===== src/rtl/tdt_pkg.sv =====
package tdt_pkg;
    typedef enum logic [0:0] {
        ST_IDLE = 1'b0,
        ST_RUN  = 1'b1
    } tdt_state_e;

    localparam int CTRL_WORD   = 0;
    localparam int EVENT_WORD  = 1;
    localparam int RUN_BIT     = 16;
    localparam int FLAG_BIT    = 1;
    localparam int MASK_BIT    = 16;
endpackage


===== src/rtl/tdt_prescaler.sv =====
module tdt_prescaler #(
    parameter int DIV = 64
) (
    input  logic clk,
    input  logic rst_n,
    input  logic run,
    input  logic restart,
    output logic tick
);
    localparam int CW = (DIV > 1) ? $clog2(DIV) : 1;
    localparam logic [CW-1:0] LAST = CW'(DIV - 1);

    logic [CW-1:0] cnt_q;

    always_ff @(posedge clk) begin
        if (!rst_n || !run || restart) begin
            cnt_q <= '0;
        end else if (cnt_q == LAST) begin
            cnt_q <= '0;
        end else begin
            cnt_q <= cnt_q + 1'b1;
        end
    end

    assign tick = run && !restart && (cnt_q == LAST);

    generate
        if (DIV > 1) begin : g_gap

            tick_gap_chk: assert property (@(posedge clk) disable iff (!rst_n)
                tick |=> !tick);
        end
    endgenerate
endmodule


===== src/rtl/tdt_fsm.sv =====
module tdt_fsm
    import tdt_pkg::*;
#(
    parameter int PERIOD_W = 16
) (
    input  logic                clk,
    input  logic                rst_n,
    input  logic                start,
    input  logic                abort,
    input  logic                tick,
    input  logic [PERIOD_W-1:0] period,
    output logic                running,
    output logic                expire
);
    tdt_state_e          state_q, state_d;
    logic [PERIOD_W-1:0] rem_q, rem_d;
    logic                last_tick;

    assign last_tick = (rem_q <= PERIOD_W'(1));

    always_comb begin
        state_d = state_q;
        rem_d   = rem_q;
        unique case (state_q)
            ST_IDLE: begin
                if (start) begin
                    state_d = ST_RUN;
                    rem_d   = period;
                end
            end
            ST_RUN: begin
                if (abort) begin
                    state_d = ST_IDLE;
                end else if (start) begin
                    rem_d = period;
                end else if (tick) begin
                    if (last_tick) begin
                        state_d = ST_IDLE;
                    end else begin
                        rem_d = rem_q - 1'b1;
                    end
                end
            end
            default: state_d = ST_IDLE;
        endcase
    end

    always_ff @(posedge clk) begin
        if (!rst_n) begin
            state_q <= ST_IDLE;
            rem_q   <= '0;
        end else begin
            state_q <= state_d;
            rem_q   <= rem_d;
        end
    end

    always_comb begin
        running = (state_q == ST_RUN);
        expire  = (state_q == ST_RUN) && tick && last_tick && !abort && !start;
    end


    rem_nonincr_chk: assert property (@(posedge clk) disable iff (!rst_n)
        (state_q == ST_RUN && !start && !abort) |=> (rem_q <= $past(rem_q)));

    idle_hold_chk: assert property (@(posedge clk) disable iff (!rst_n)
        (state_q == ST_IDLE && !start) |=> (state_q == ST_IDLE));

    abort_idle_chk: assert property (@(posedge clk) disable iff (!rst_n)
        abort |=> (state_q == ST_IDLE));
endmodule


===== src/rtl/tick_delay_timer.sv =====
module tick_delay_timer
    import tdt_pkg::*;
#(
    parameter int CLK_PERIOD_PS = 10000,
    parameter int TICK_PS       = 640000,
    parameter int ADDR_W        = 2,
    parameter int PERIOD_W      = 16
) (
    input  logic              clk,
    input  logic              rst_n,
    input  logic              bus_wr_en,
    input  logic [ADDR_W-1:0] bus_addr,
    input  logic [31:0]       bus_wdata,
    output logic [31:0]       bus_rdata,
    output logic              irq
);
    localparam int TICK_DIV = (TICK_PS / CLK_PERIOD_PS > 0) ? TICK_PS / CLK_PERIOD_PS : 1;

    logic [PERIOD_W-1:0] period_q;
    logic                flag_q, mask_q;
    logic                wr_ctrl, wr_event, start, abort;
    logic                tick, running, expire;

    assign wr_ctrl  = bus_wr_en && (bus_addr == ADDR_W'(CTRL_WORD));
    assign wr_event = bus_wr_en && (bus_addr == ADDR_W'(EVENT_WORD));
    assign start    = wr_ctrl && bus_wdata[RUN_BIT];
    assign abort    = wr_ctrl && !bus_wdata[RUN_BIT];

    tdt_prescaler #(.DIV(TICK_DIV)) u_pre (
        .clk     (clk),
        .rst_n   (rst_n),
        .run     (running),
        .restart (start),
        .tick    (tick)
    );

    tdt_fsm #(.PERIOD_W(PERIOD_W)) u_fsm (
        .clk     (clk),
        .rst_n   (rst_n),
        .start   (start),
        .abort   (abort),
        .tick    (tick),
        .period  (bus_wdata[PERIOD_W-1:0]),
        .running (running),
        .expire  (expire)
    );

    always_ff @(posedge clk) begin
        if (!rst_n) begin
            period_q <= '1;
            flag_q   <= 1'b0;
            mask_q   <= 1'b0;
        end else begin
            if (wr_ctrl) begin
                period_q <= bus_wdata[PERIOD_W-1:0];
            end
            if (wr_event) begin
                mask_q <= bus_wdata[MASK_BIT];
            end
            if (expire) begin
                flag_q <= 1'b1;
            end else if (wr_event && bus_wdata[FLAG_BIT]) begin
                flag_q <= 1'b0;
            end
        end
    end

    always_comb begin
        bus_rdata = '0;
        if (bus_addr == ADDR_W'(CTRL_WORD)) begin
            bus_rdata[PERIOD_W-1:0] = period_q;
            bus_rdata[RUN_BIT]      = running;
        end else if (bus_addr == ADDR_W'(EVENT_WORD)) begin
            bus_rdata[FLAG_BIT] = flag_q;
            bus_rdata[MASK_BIT] = mask_q;
        end
        irq = flag_q && !mask_q;
    end


    flag_sticky_chk: assert property (@(posedge clk) disable iff (!rst_n)
        (flag_q && !(wr_event && bus_wdata[FLAG_BIT])) |=> flag_q);

    abort_no_flag_chk: assert property (@(posedge clk) disable iff (!rst_n)
        (abort && !flag_q) |=> !flag_q);

    irq_masked_chk: assert property (@(posedge clk) disable iff (!rst_n)
        mask_q |-> !irq);

    flag_needs_run_chk: assert property (@(posedge clk) disable iff (!rst_n)
        $rose(flag_q) |-> $past(running));
endmodule


===== config.mk =====
export PLATFORM = sky130hd
export DESIGN_NAME = tick_delay_timer
export DESIGN_NICKNAME = d
export VERILOG_FILES = /design/src/rtl/tdt_pkg.sv /design/src/rtl/tdt_prescaler.sv /design/src/rtl/tdt_fsm.sv /design/src/rtl/tick_delay_timer.sv
export SDC_FILE = /design/constraint.sdc
export NUM_CORES = 1
export LEC_CHECK = 0
export ABC_CLOCK_PERIOD_IN_PS = 2200
export BUFFER_PORTS_ARGS = -buffer_cell sky130_fd_sc_hd__buf_2
export CORE_MARGIN = 2
export CORE_UTILIZATION = 35
export CTS_CLUSTER_SIZE = 14
export DETAILED_ROUTE_END_ITERATION = 8
export GPL_ROUTABILITY_DRIVEN = 0
export MAX_ROUTING_LAYER = met4
export SYNTH_ARGS = -nofsm -noshare
export SYNTH_HDL_FRONTEND = slang
export SYNTH_SLANG_ARGS = --single-unit

===== constraint.sdc =====
create_clock -name clk -period 2.2 [get_ports clk]
set_input_delay 0.11 -clock clk [delete_from_list [all_inputs] [get_ports clk]]
set_output_delay 0.11 -clock clk [all_outputs]
set_load 0.01 [all_outputs]

Word-level counts from Yosys, hierarchy flattened
Index checks and enable logic that the tools add are counted.

operators by class
  reductions and logical operators = 24
  $lt $le $gt $ge = 1
  mux-type cells = 20
  equal/unequal tests = 6
  add/subtract/negate cells = 2
  bitwise gates (word level) = 1

operator list
  operator                                                                number
  16-bit 2-to-1 mux                                                       5
  16-bit case mux with 2 select lines                                     1
  16-bit by 1-bit <= comparator with 1-bit output, second input constant  1
  16-bit by 1-bit subtractor with 16-bit output, second input constant    1
  14-bit 2-to-1 mux                                                       1
  1-bit logical AND                                                       12
  1-bit 2-to-1 mux                                                        12
  6-bit by 1-bit adder with 6-bit output, second input constant           1
  6-bit equality test, second input constant                              1
  1-bit zero test                                                         6
  4-bit AND reduction                                                     1
  3-bit by 1-bit != test with 1-bit output, second input constant         1
  3-bit by 2-bit != test with 1-bit output, second input constant         1
  2-bit by 1-bit equality test with 1-bit output, second input constant   1
  2-bit zero test                                                         1
  1-bit logical OR                                                        2
  2-bit by 1-bit != test with 1-bit output, second input constant         1
  2-bit != test, second input constant                                    1
  1-bit case mux with 2 select lines                                      1
  2-bit nonzero test                                                      1
  2-bit OR reduction                                                      1
  1-bit inverter                                                          1

word-level totals
  logic and storage cells = 60
  flip-flop bits (word level) = 41

Logic depth before layout (Yosys ltp)
Gate-level depths: netlist (run 1).

  word-level depth = 11
  gate-level depth with buffers = 9
  gate-level depth less buffers = 7

Cells and area by module
A second synthesis (run 1) with hierarchy kept.

second synthesis, totals
  cell total of the unflattened synthesis = 308
  area, all modules = 2511.2 µm²

by module, submodules not included
  module            cells each  seq. area each (µm²)  area each (µm²)  times used
  tdt_fsm           156         340.3                 1178.6           1
  tick_delay_timer  124         360.3                 1082.3           1
  tdt_prescaler     28          120.1                 250.2            1

Worst setup path after synthesis (run 1)
Ideal clock, no wire load.

  path type = register -> register
  from = register u_pre.cnt_q[0]
  to = register u_fsm.rem_q[0]
  path buffers = 2
  stages on the path, launching flop included = 9
  setup time = 0.122 ns
  arrival time = 1.951 ns
  slack = 0.127 ns
  cell sequence = dfxtp_1 -> ha_1 -> nand3_1 -> or4_4 -> a21o_1 -> buf_6 -> and2_4 -> buf_6 -> a311o_1

between the ends
  cells in the longest elaborated chain, start to end = 4

ends and longest elaborated chain
  item                                                RTL line             RTL
  from (decl)                                         tdt_prescaler.sv:13  logic [CW-1:0] cnt_q;
  from (signal assigned)                              tdt_prescaler.sv:21  cnt_q <= cnt_q + 1'b1;
  6-bit equality test                                 tdt_prescaler.sv:25  assign tick = run && !restart && (cnt_q == LAST);
  1-bit logical AND                                   tdt_prescaler.sv:25
  3-bit by 1-bit != test with 1-bit output (no line)  --
  4-bit AND reduction (no line)                       --
  to (signal assigned)                                tdt_fsm.sv:54        rem_q <= rem_d;
  to (decl)                                           tdt_fsm.sv:16        logic [PERIOD_W-1:0] rem_q, rem_d;

Every way passes these cells.
A chain may end at the register's enable or synchronous reset.

Final worst setup path (run 1)
Ends and elaborated chain as after synthesis.

==> results.toml, run 1 <==
[synthesis]
netlist_instances = 305
synthFlopType = "dfxtp_1"
yosysMostFrequentCell = "nand2_1"
synthSimpleGateAreaFrac_pct = 30.7
synth_xor_area_share_pct = 1.47
synth_area_leaders = "dfxtp_1, nand2_1, o32ai_2, a21oi_1, buf_4"
synthAdderAreaFrac_pct = 1.58
async_flop_share_pct = 0
synth_largest_area_cell = "dfxtp_1"
syn-cell-area_um2 = 2380
ys_seq_elements = 41
synth_top_area_share_pct = 34.5
synth_seq_area_share_pct = 34.5
ys_types = 49
muxShareOfSynthArea_pct = 1.68
yosys_warnings = 0
synth_top_family_by_area = "simple AND/OR/NAND/NOR gates"
avgSynthCellArea_um2 = 7.81
synth-compound-area-share_pct = 19.8
synth_common_cells = "nand2_1, dfxtp_1, nor2_1, a21oi_1, nand3_1"
synth-edff-count = 0

[floorplan]
pin_count = 70
core-area_um2 = 6680
dieArea_um2 = 7480
row_count = 30
fp.dieW_um = 86.5
initial_core_util_pct = 35.7
die_h_um = 86.5

[pwr]
seqPwrFrac_pct = 51.2
ir_drop_mv = 0.217
clkPwrFrac_pct = 31.3
combPwrFrac_pct = 17.5
p_total_mw = 1.52
switching_power_mw = 0.432
internal_power_mw = 1.09
power_density_nw_per_um2 = 564
switching_share_pct = 28.4
cellLeakagePower_nw = 1.17

[routing]
detail-route-antenna-nets = 0
vias = 2167
route.met2.wl_mm = 2.66
drc = 0
first_pass_iters = 4
drt-initial-drc-count = 133
wl_per_cell_um = 13.4
via_per_inst = 5.10
drt_wl_total_mm = 5.71
dr_wl_met3_um = 145
met1_length_mm = 2.83
topRoutingLayerUsed = "met4"

[cells_and_area]
finalInstanceArea_um2 = 2700
antennaDiodeCount = 0
drive_gt1_share_pct = 21.4
syn_to_final_growth_pct = 13.4
stdcell_count = 425
finalNetCount = 384

[worst_setup_path]
critPathRequiredTime_ps = 2380
worstSetupPathType = "reg -> reg"
crit_path_end_kind = "flip-flop"
r2r-end = "u_fsm.rem_q[0]$_SDFFE_PN0P_"
worstPathMaxFanout = 14
r2r-start = "u_pre.cnt_q[0]$_SDFF_PP0_"
ff2ff_path_depth = 6
crit_end = "u_fsm.rem_q[0]$_SDFFE_PN0P_"
crit_start = "u_pre.cnt_q[0]$_SDFF_PP0_"
cp-start-kind = "flip-flop"
rrSetupSlack_ps = 110
arrival_ps = 2270

[timing]
drv_slew = 0
hold_viol_final = 0
finalCriticalPeriod_ps = 2090
clock_skew_ps = 3.44
fin_crit_sh_pct = 94.8
final-setup-viol-count = 0
relSlewSlack_pct = 57.1
worst_pin_slew_ps = 638
max_freq_ghz = 0.480

[global_route]
grt.overflow.total = 0
antenna_found_initial = 0
grt_pass1_vias = 1951
grt_usage_pct = 16.0
grt_pass1_wl_mm = 9.36
grt_max_degree = 21

[place]
port_buffers = 39
dpl.hpwl_mm = 4.13
place_inst = 417
placed_cell_area_um2 = 2620

[cts]
cts.clk_slew.worst_paths_ps = 80
clock_sinks = 41
clock_path_buffers = 2
cts_tree = "done"
cts_buffers = 5
cts-root-buf = "clkbuf_8"
htreeDepth = 2
insertion_delay_ps = 290

[run]
maxCapViolations = 0

[status]
status = "finished clean"

[min_path]
hp-class = "in -> reg"
## stage by stage
step           setup slack [ps]  hold slack [ps]  utilization (%)  TNS [ps]
2_1_floorplan               127              234                -         0
3_3_place_gp                146              339             39.2         0
3_5_place_dp                135              341             39.2         0
4_1_cts                     123             32.6             40.4         0
5_1_grt                   -2.00             47.5             40.4     -2.00
6_report                    115             39.1             40.4         0
## flip-flops by register name, indices dropped and copies added, names as in the netlist
signal         count
u_fsm.running      1
period_q          16
u_fsm.rem_q       16
u_pre.cnt_q        6
flag_q             1
mask_q             1
## critical path: stages, from the launching register on
cell and delay, ps:
dfxtp_1 370, ha_2 210, nand3_1 90, or4_4 500, a21o_1 210, and2_4 250, a311o_1 360
## placed cells by master (no fill, tap or decap), drive strengths merged, types with 4 or more instances in the layout
master	instances
a31oi	4
a21oi	25
inv	8
nor2	27
o32ai	11
conb	15
buf	52
mux2i	4
or4	4
nand3	23
and3	4
clkbuf	6
and2	19
nor4	4
nand2	55
dfxtp	41
nor3	5
## timing repair
| action | in CTS | in global routing |
|---|---|---|
| resized for setup | 0 | 1 |
| hold endpoints to repair | 0 | 0 |
| hold buffers | 0 | 0 |
| setup endpoints to repair | 0 | 1 |
| setup buffers | 0 | 0 |
## cell families (layout without fill, tap and decap cells)
kind of cell	Yosys count	count (layout)
simple gates	150	150
compound gates	60	60
buf+inv	42	68
flops	41	41
xor+xnor	4	4
mux	4	4
fa+ha+maj	3	3
other cells	1	15
## per-layer routing
metal / global-route usage, % / vias to the layer above
met5: - / -
met4: 6.68 / 0
met3: 2.00 / 7
met2: 24.3 / 40
met1: 21.4 / 1003
li1: - / 1117
## how the worst min path moves through the flow
stage / from / end / cells after the start
floorplan: bus_wdata[0] / period_q[0]$_SDFFE_PN1N_ / 2
global placement: bus_wdata[5] / period_q[5]$_SDFFE_PN1N_ / 3
detailed placement: bus_wdata[5] / period_q[5]$_SDFFE_PN1N_ / 3
CTS: bus_wdata[5] / period_q[5]$_SDFFE_PN1N_ / 3
global route: bus_wdata[5] / period_q[5]$_SDFFE_PN1N_ / 3
finish: bus_wdata[5] / period_q[5]$_SDFFE_PN1N_ / 3
## layout make-up
type / instances / area [um^2]
clock buffers: 6 / 72.6
flip-flops and latches: 41 / 821
well taps: 80 / 100
repair buffers: 52 / 293
multi-input cells: 236 / 1380
inverters: 8 / 30.0
clock inverters: 2 / 10.0
fillers: 717 / 3980
## power groups by stage
stage               Sequential [mW]  Clock, mW  Combinational (mW)
floorplan                     0.794          0               0.196
global placement              0.797          0               0.264
detailed placement            0.797          0               0.265
CTS                           0.780      0.499               0.267
global route                  0.783      0.525               0.296
finish                        0.780      0.478               0.267
(Power assumes the default switching activity.)
==> run 2, diff against run 1 <==
Settings changed: ABC_AREA from default to 1, CORE_MARGIN 2 to 4.
==> run 2 against run 1 <==
  * Setup slack improved by 280 ps
  * Sequential power increased by 3.7%
  * Core utilization increased by 0.47 points
  * Non-clock buffer count decreased by 10
  * Clock-buffer cell count increased by 1
  * Critical endpoint is now u_fsm.rem_q[12]$_SDFFE_PN0P_
  * Highest routed layer unchanged
==> results.toml, run 2 <==
[status]
status = "finished clean"

[cts]
post-cts-setup-buffers = 0
htreeDepth = 2
clock_sinks = 41
insertion_delay_ps = 300
cts_buffers = 5
cts_resized = 0
cts_tree = "done"
cts.clk_slew.worst_paths_ps = 80
clock_path_buffers = 2
cts-root-buf = "clkbuf_8"
hold_buffers = 0

[pwr]
ir_drop_mv = 0.282
power_density_nw_per_um2 = 660
cellLeakagePower_nw = 1.48
p_total_mw = 1.85

[timing]
final-setup-viol-count = 0
finalCriticalPeriod_ps = 1810
timing.hold.ws_ps = 51.2
hold_viol_final = 0
tns_ps = 0
grt_setup_unrepaired = "no"
clock_skew_ps = 6.94
fin_crit_sh_pct = 82.2
worst_pin_slew_ps = 515
max_freq_ghz = 0.553
drv_slew = 0
relSlewSlack_pct = 65.6

[routing]
drt_wl_total_mm = 5.70
wl_per_cell_um = 10.9
drt-initial-drc-count = 70
drc = 0
vias = 2366
via_per_inst = 4.52
first_pass_iters = 4
detail-route-antenna-nets = 0

[floorplan]
die_h_um = 92.0
dieArea_um2 = 8460
pin_count = 70
initial_core_util_pct = 36.2
core-area_um2 = 6830
row_count = 30
fp.dieW_um = 92.0

[synthesis]
yosys_warnings = 0
async_flop_share_pct = 0
synth_largest_area_cell = "dfxtp_1"
ys_types = 29
synth_top_area_share_pct = 33.2
yosysMostFrequentCell = "nand2_1"
synth-edff-count = 0
synth_seq_area_share_pct = 33.2
netlist_instances = 391
ys_seq_elements = 41
syn-cell-area_um2 = 2470
synth_area_leaders = "dfxtp_1, nand2_1, nor2_1, inv_1, buf_4"
synthFlopType = "dfxtp_1"
synth_common_cells = "nand2_1, nor2_1, inv_1, dfxtp_1, nand3_1"
avgSynthCellArea_um2 = 6.32

[global_route]
grt_pass1_vias = 2075
grt_pass1_wl_mm = 9.45
grt.overflow.total = 0
antenna_found_initial = 0
grt_usage_pct = 13.9
grt_max_degree = 27

[run]
maxCapViolations = 0

[cells_and_area]
fillers = 762
drive_gt1_share_pct = 15.7
finalNetCount = 467
multi_input_area_um2 = 1330
reg_top3 = "period_q: 16 flops, u_fsm.rem_q: 16 flops, u_pre.cnt_q: 6 flops"
layout_commonest_cell = "nand2_1"
seq_area_um2 = 821
syn_to_final_growth_pct = 13.1
antennaDiodeCount = 0
finalInstanceArea_um2 = 2790
layout_common_cells = "nand2_1, nor2_1, inv_1"

[worst_setup_path]
cp-start-kind = "flip-flop"
worstPathMaxFanout = 17
worstSetupPathType = "reg -> reg"
slowest_stage = "dfxtp_1"
critPathTopFamily = "simple AND/OR/NAND/NOR gates"
cpPeakStageDelay_ps = 350
arrival_ps = 2000
path_cells = "inv_1, ha_1, inv_1, nand2_1, nand2_1, nor2_1, nand2_2, nand2_2, nand2_4, nand2_4, nand2_1, nand2_1, nor2_1"
crit_path_end_kind = "flip-flop"
critPathBufInv = 2
critPathRequiredTime_ps = 2390
worst_path_most_repeated_cell = "nand2_1"

[place]
dpl.hpwl_mm = 4.26
port_buffers = 39
placed_cell_area_um2 = 2680

[min_path]
hp-class = "in -> reg"
## run 2: cell count changes after synthesis, sizes merged, moves of 5 or more
cell and delta:
nor2 +52, inv +42, clkbuf -9, nand3 +6, o32ai -11, and2 -19, o21ai +14, nand2 +50
a21oi -5, o211ai +11
## run 2: metal layers
layer / wire length [um] / up-vias / global-route usage, %
li1: - / 1264 / -
met1: 2850 / 1050 / 19.1
met2: 2580 / 46 / 21.2
met3: 196 / 6 / 1.97
met4: 73 / 0 / 4.46
met5: 0 / - / -
## run 2: power breakdown
group	internal, mW	switching (mW)	leakage (nW)
sequential	0.778	0.0309	0.335
clock	0.370	0.263	0.0585
combinational	0.141	0.262	1.08
## run 2: layout make-up
type	count	area share, %
Timing Repair Buffer	42	7.79
Multi-Input combinational cell	287	47.6
Tap cell	96	4.30
Inverter	50	6.81
Clock buffer	7	3.09
Sequential cell	41	29.4
Clock inverter	1	1.07
## run 2: final timing paths
path                                        to                        start  cells past startpoint  slack, ps
setup / recovery  u_fsm.rem_q[12]$_SDFFE_PN0P_  u_fsm.rem_q[0]$_SDFFE_PN0P_                     13        390
hold reg to reg      u_pre.cnt_q[0]$_SDFF_PP0_    u_pre.cnt_q[0]$_SDFF_PP0_                      1        470
setup reg to reg  u_fsm.rem_q[12]$_SDFFE_PN0P_  u_fsm.rem_q[0]$_SDFFE_PN0P_                     13        390
hold / removal       period_q[15]$_SDFFE_PN1N_                bus_wdata[15]                      3         50
## run 2: tightest hold or removal path, cell delays in order
cell	delay (ps)
buf_2	90
nand2_1	50
o211ai_1	60
## run 2: kinds of logic (layout without fill, tap and decap cells)
| logic type | Yosys count | in the layout | share of synthesized area, % |
|---|---|---|---|
| AO/OA/AOI/OAI | 49 | 49 | 11.7 |
| XOR/XNOR | 2 | 2 | 0.709 |
| adder cells (fa/ha/maj) | 3 | 3 | 1.52 |
| buffers and inverters | 77 | 100 | 15.1 |
| flip-flops | 41 | 41 | 33.2 |
| other | 1 | 15 | 0.152 |
| AND/OR/NAND/NOR | 218 | 218 | 37.6 |
## run 2: metrics by stage
step,setup slack (ps),util [%],cells
4_1_cts,387,40.9,524
3_5_place_dp,422,39.2,516
3_3_place_gp,441,39.2,516
2_1_floorplan,675,-,405
6_report,392,40.9,524
5_1_grt,173,40.9,524
==> run 3, diff against run 2 <==
Settings changed: ABC_CLOCK_PERIOD_IN_PS 2200 to 1600.
Clock period 2.2 ns to 1.6 ns, I/O delays scaled along.
==> run 3 against run 2 <==
  * The run now ends with negative setup slack left
  * Via count is 7.2% higher
  * Largest power group unchanged
  * Sequential share of layout area is 2.9 points lower
  * First-iteration DRC count grew to 2.8 times the previous value
  * Clock power is 11% higher
  * Setup slack worse by 410 ps
==> results.toml, run 3 (synthesized netlist as in run 2, its figures left out) <==
[status]
status = "finished with violations"
violations = "negative setup slack"

[worst_setup_path]
cp-start-kind = "flip-flop"
r2r-start = "u_fsm.rem_q[1]$_SDFFE_PN0P_"
slowest_stage = "dfxtp_2"
worstPathMaxFanout = 17
ff2ff_path_depth = 12
critPathRequiredTime_ps = 1830
rrSetupSlack_ps = -10
worst_path_most_repeated_cell = "nand2_1"
crit_path_end_kind = "flip-flop"
arrival_ps = 1840
critPathBufInv = 2
r2r-end = "u_fsm.rem_q[0]$_SDFFE_PN0P_"
worstSetupPathType = "reg -> reg"
cpPeakStageDelay_ps = 350
path_cells = "inv_4, ha_4, inv_2, nand2_1, nand2_1, nor2_1, nand2_2, nand2_4, nand2_8, nand2_8, nand2_1, a21oi_2"
critPathTopFamily = "simple AND/OR/NAND/NOR gates"

[floorplan]
fp.dieW_um = 92.0
die_h_um = 92.0
core-area_um2 = 6830
row_count = 30
dieArea_um2 = 8460
pin_count = 70
initial_core_util_pct = 36.2

[cts]
cts_buffers = 5
insertion_delay_ps = 300
clock_path_buffers = 2
clock_sinks = 41
htreeDepth = 2
cts-root-buf = "clkbuf_8"
cts_tree = "done"
cts.clk_slew.worst_paths_ps = 90

[global_route]
grt_pass1_wl_mm = 10.0
met2_usage_pct = 23.1
met1_usage_pct = 19.7
grt_max_degree = 25
antenna_found_initial = 0
grt_busiest_layer = "met2"
grt_pass1_vias = 2209
grt_usage_pct = 14.7
use_met3_pct = 2.46
grt.overflow.total = 0

[run]
maxCapViolations = 0

[pwr]
ir_drop_mv = 0.439
p_total_mw = 2.48
cellLeakagePower_nw = 1.62
power_density_nw_per_um2 = 793

[routing]
via_per_inst = 4.63
wl_per_cell_um = 11.7
drc = 0
first_pass_iters = 4
vias = 2537
drt_wl_total_mm = 6.43
drt-initial-drc-count = 197
detail-route-antenna-nets = 0

[place]
placed_cell_area_um2 = 2800
place_inst = 531
port_buffers = 39
dpl.hpwl_mm = 4.41

[timing]
fin_crit_sh_pct = 101
relSlewSlack_pct = 63.4
finalWorstSetupSlack_ps = -13.2
finalCriticalPeriod_ps = 1610
timing.hold.ws_ps = 13.4
hold_viol_final = 0
worst_pin_slew_ps = 549
drv_slew = 0
final-setup-viol-count = 1
grt_setup_unrepaired = "yes"
max_freq_ghz = 0.620
clock_skew_ps = 4.99

[min_path]
hp-class = "in -> reg"
holdPathEnd = "period_q[8]$_SDFFE_PN1N_"
holdPathStages = 3
worstHoldStart = "bus_wdata[8]"

[cells_and_area]
antennaDiodeCount = 0
syn_to_final_growth_pct = 26.7
finalInstanceArea_um2 = 3130
drive_gt1_share_pct = 25.9
layout_commonest_cell = "nand2_1"
reg_top3 = "period_q: 16 flops, u_fsm.rem_q: 16 flops, u_pre.cnt_q: 6 flops"
finalNetCount = 491
layout_common_cells = "nand2_1, nor2_1, inv_1"
stdcell_count = 548
run 3: changes by cell type in the layout (fill, tap and decap cells not counted), sizes merged:
| cell | delta |
|---|---|
| clkinvlp | +1 |
| bufinv | -1 |
| buf | +23 |
| clkinv | +2 |
| clkbuf | -2 |
| nand2 | +1 |
run 3: per-layer routing:
| layer | part of all wire [%] | vias to the layer above |
|---|---|---|
| met2 | 47 | 60 |
| met1 | 47 | 1154 |
| met4 | 1.8 | 0 |
| met5 | 0 | - |
| met3 | 4.1 | 13 |
| li1 | - | 1310 |
run 3: report_power, final:
| group | switching (mW) | internal (mW) |
|---|---|---|
| sequential | 0.0368 | 1.07 |
| clock | 0.400 | 0.302 |
| combinational | 0.422 | 0.252 |
| total | 0.858 | 1.62 |
run 3: worst max path at each step:
stage,from,to,cells past startpoint
floorplan,u_pre.cnt_q[0]$_SDFF_PP0_,u_fsm.rem_q[14]$_SDFFE_PN0P_,9
global placement,u_fsm.rem_q[1]$_SDFFE_PN0P_,u_fsm.rem_q[12]$_SDFFE_PN0P_,13
detailed placement,u_fsm.rem_q[0]$_SDFFE_PN0P_,u_fsm.rem_q[14]$_SDFFE_PN0P_,12
CTS,u_fsm.rem_q[1]$_SDFFE_PN0P_,u_fsm.rem_q[7]$_SDFFE_PN0P_,13
global route,u_fsm.rem_q[1]$_SDFFE_PN0P_,u_fsm.rem_q[3]$_SDFFE_PN0P_,13
finish,u_fsm.rem_q[1]$_SDFFE_PN0P_,u_fsm.rem_q[0]$_SDFFE_PN0P_,12
run 3: tightest hold or removal path, cell delays in order:
cell and delay [ps]:
buf_2 90, nand2_1 50, o211ai_1 60
run 3: stage by stage:
stage | TNS, ps | worst slack (ps) | utilization, %
6_report | -13.2 | -13.2 | 45.8
5_1_grt | -1090 | -85.8 | 45.8
4_1_cts | -1.24 | -1.14 | 42.3
3_5_place_dp | 0 | 14.8 | 41.0
3_3_place_gp | 0 | 25.3 | 41.0
2_1_floorplan | 0 | 75.0 | -
run 3: area by class of cell:
class,instances,area [um^2]
fillers,719,3700
multi-input cells,288,1480
flip-flops and latches,41,828
repair buffers,65,424
inverters,50,195
well taps,96,120
clock buffers,5,68.8
clock inverters,3,17.5
run 3: timing repair:
item,4_1_cts,5_1_grt
buffers inserted,0,7
pin swaps,0,17
endpoints found under the setup margin,2,16
gates resized for setup,0,41
cloned,0,2
hold buffers,0,0
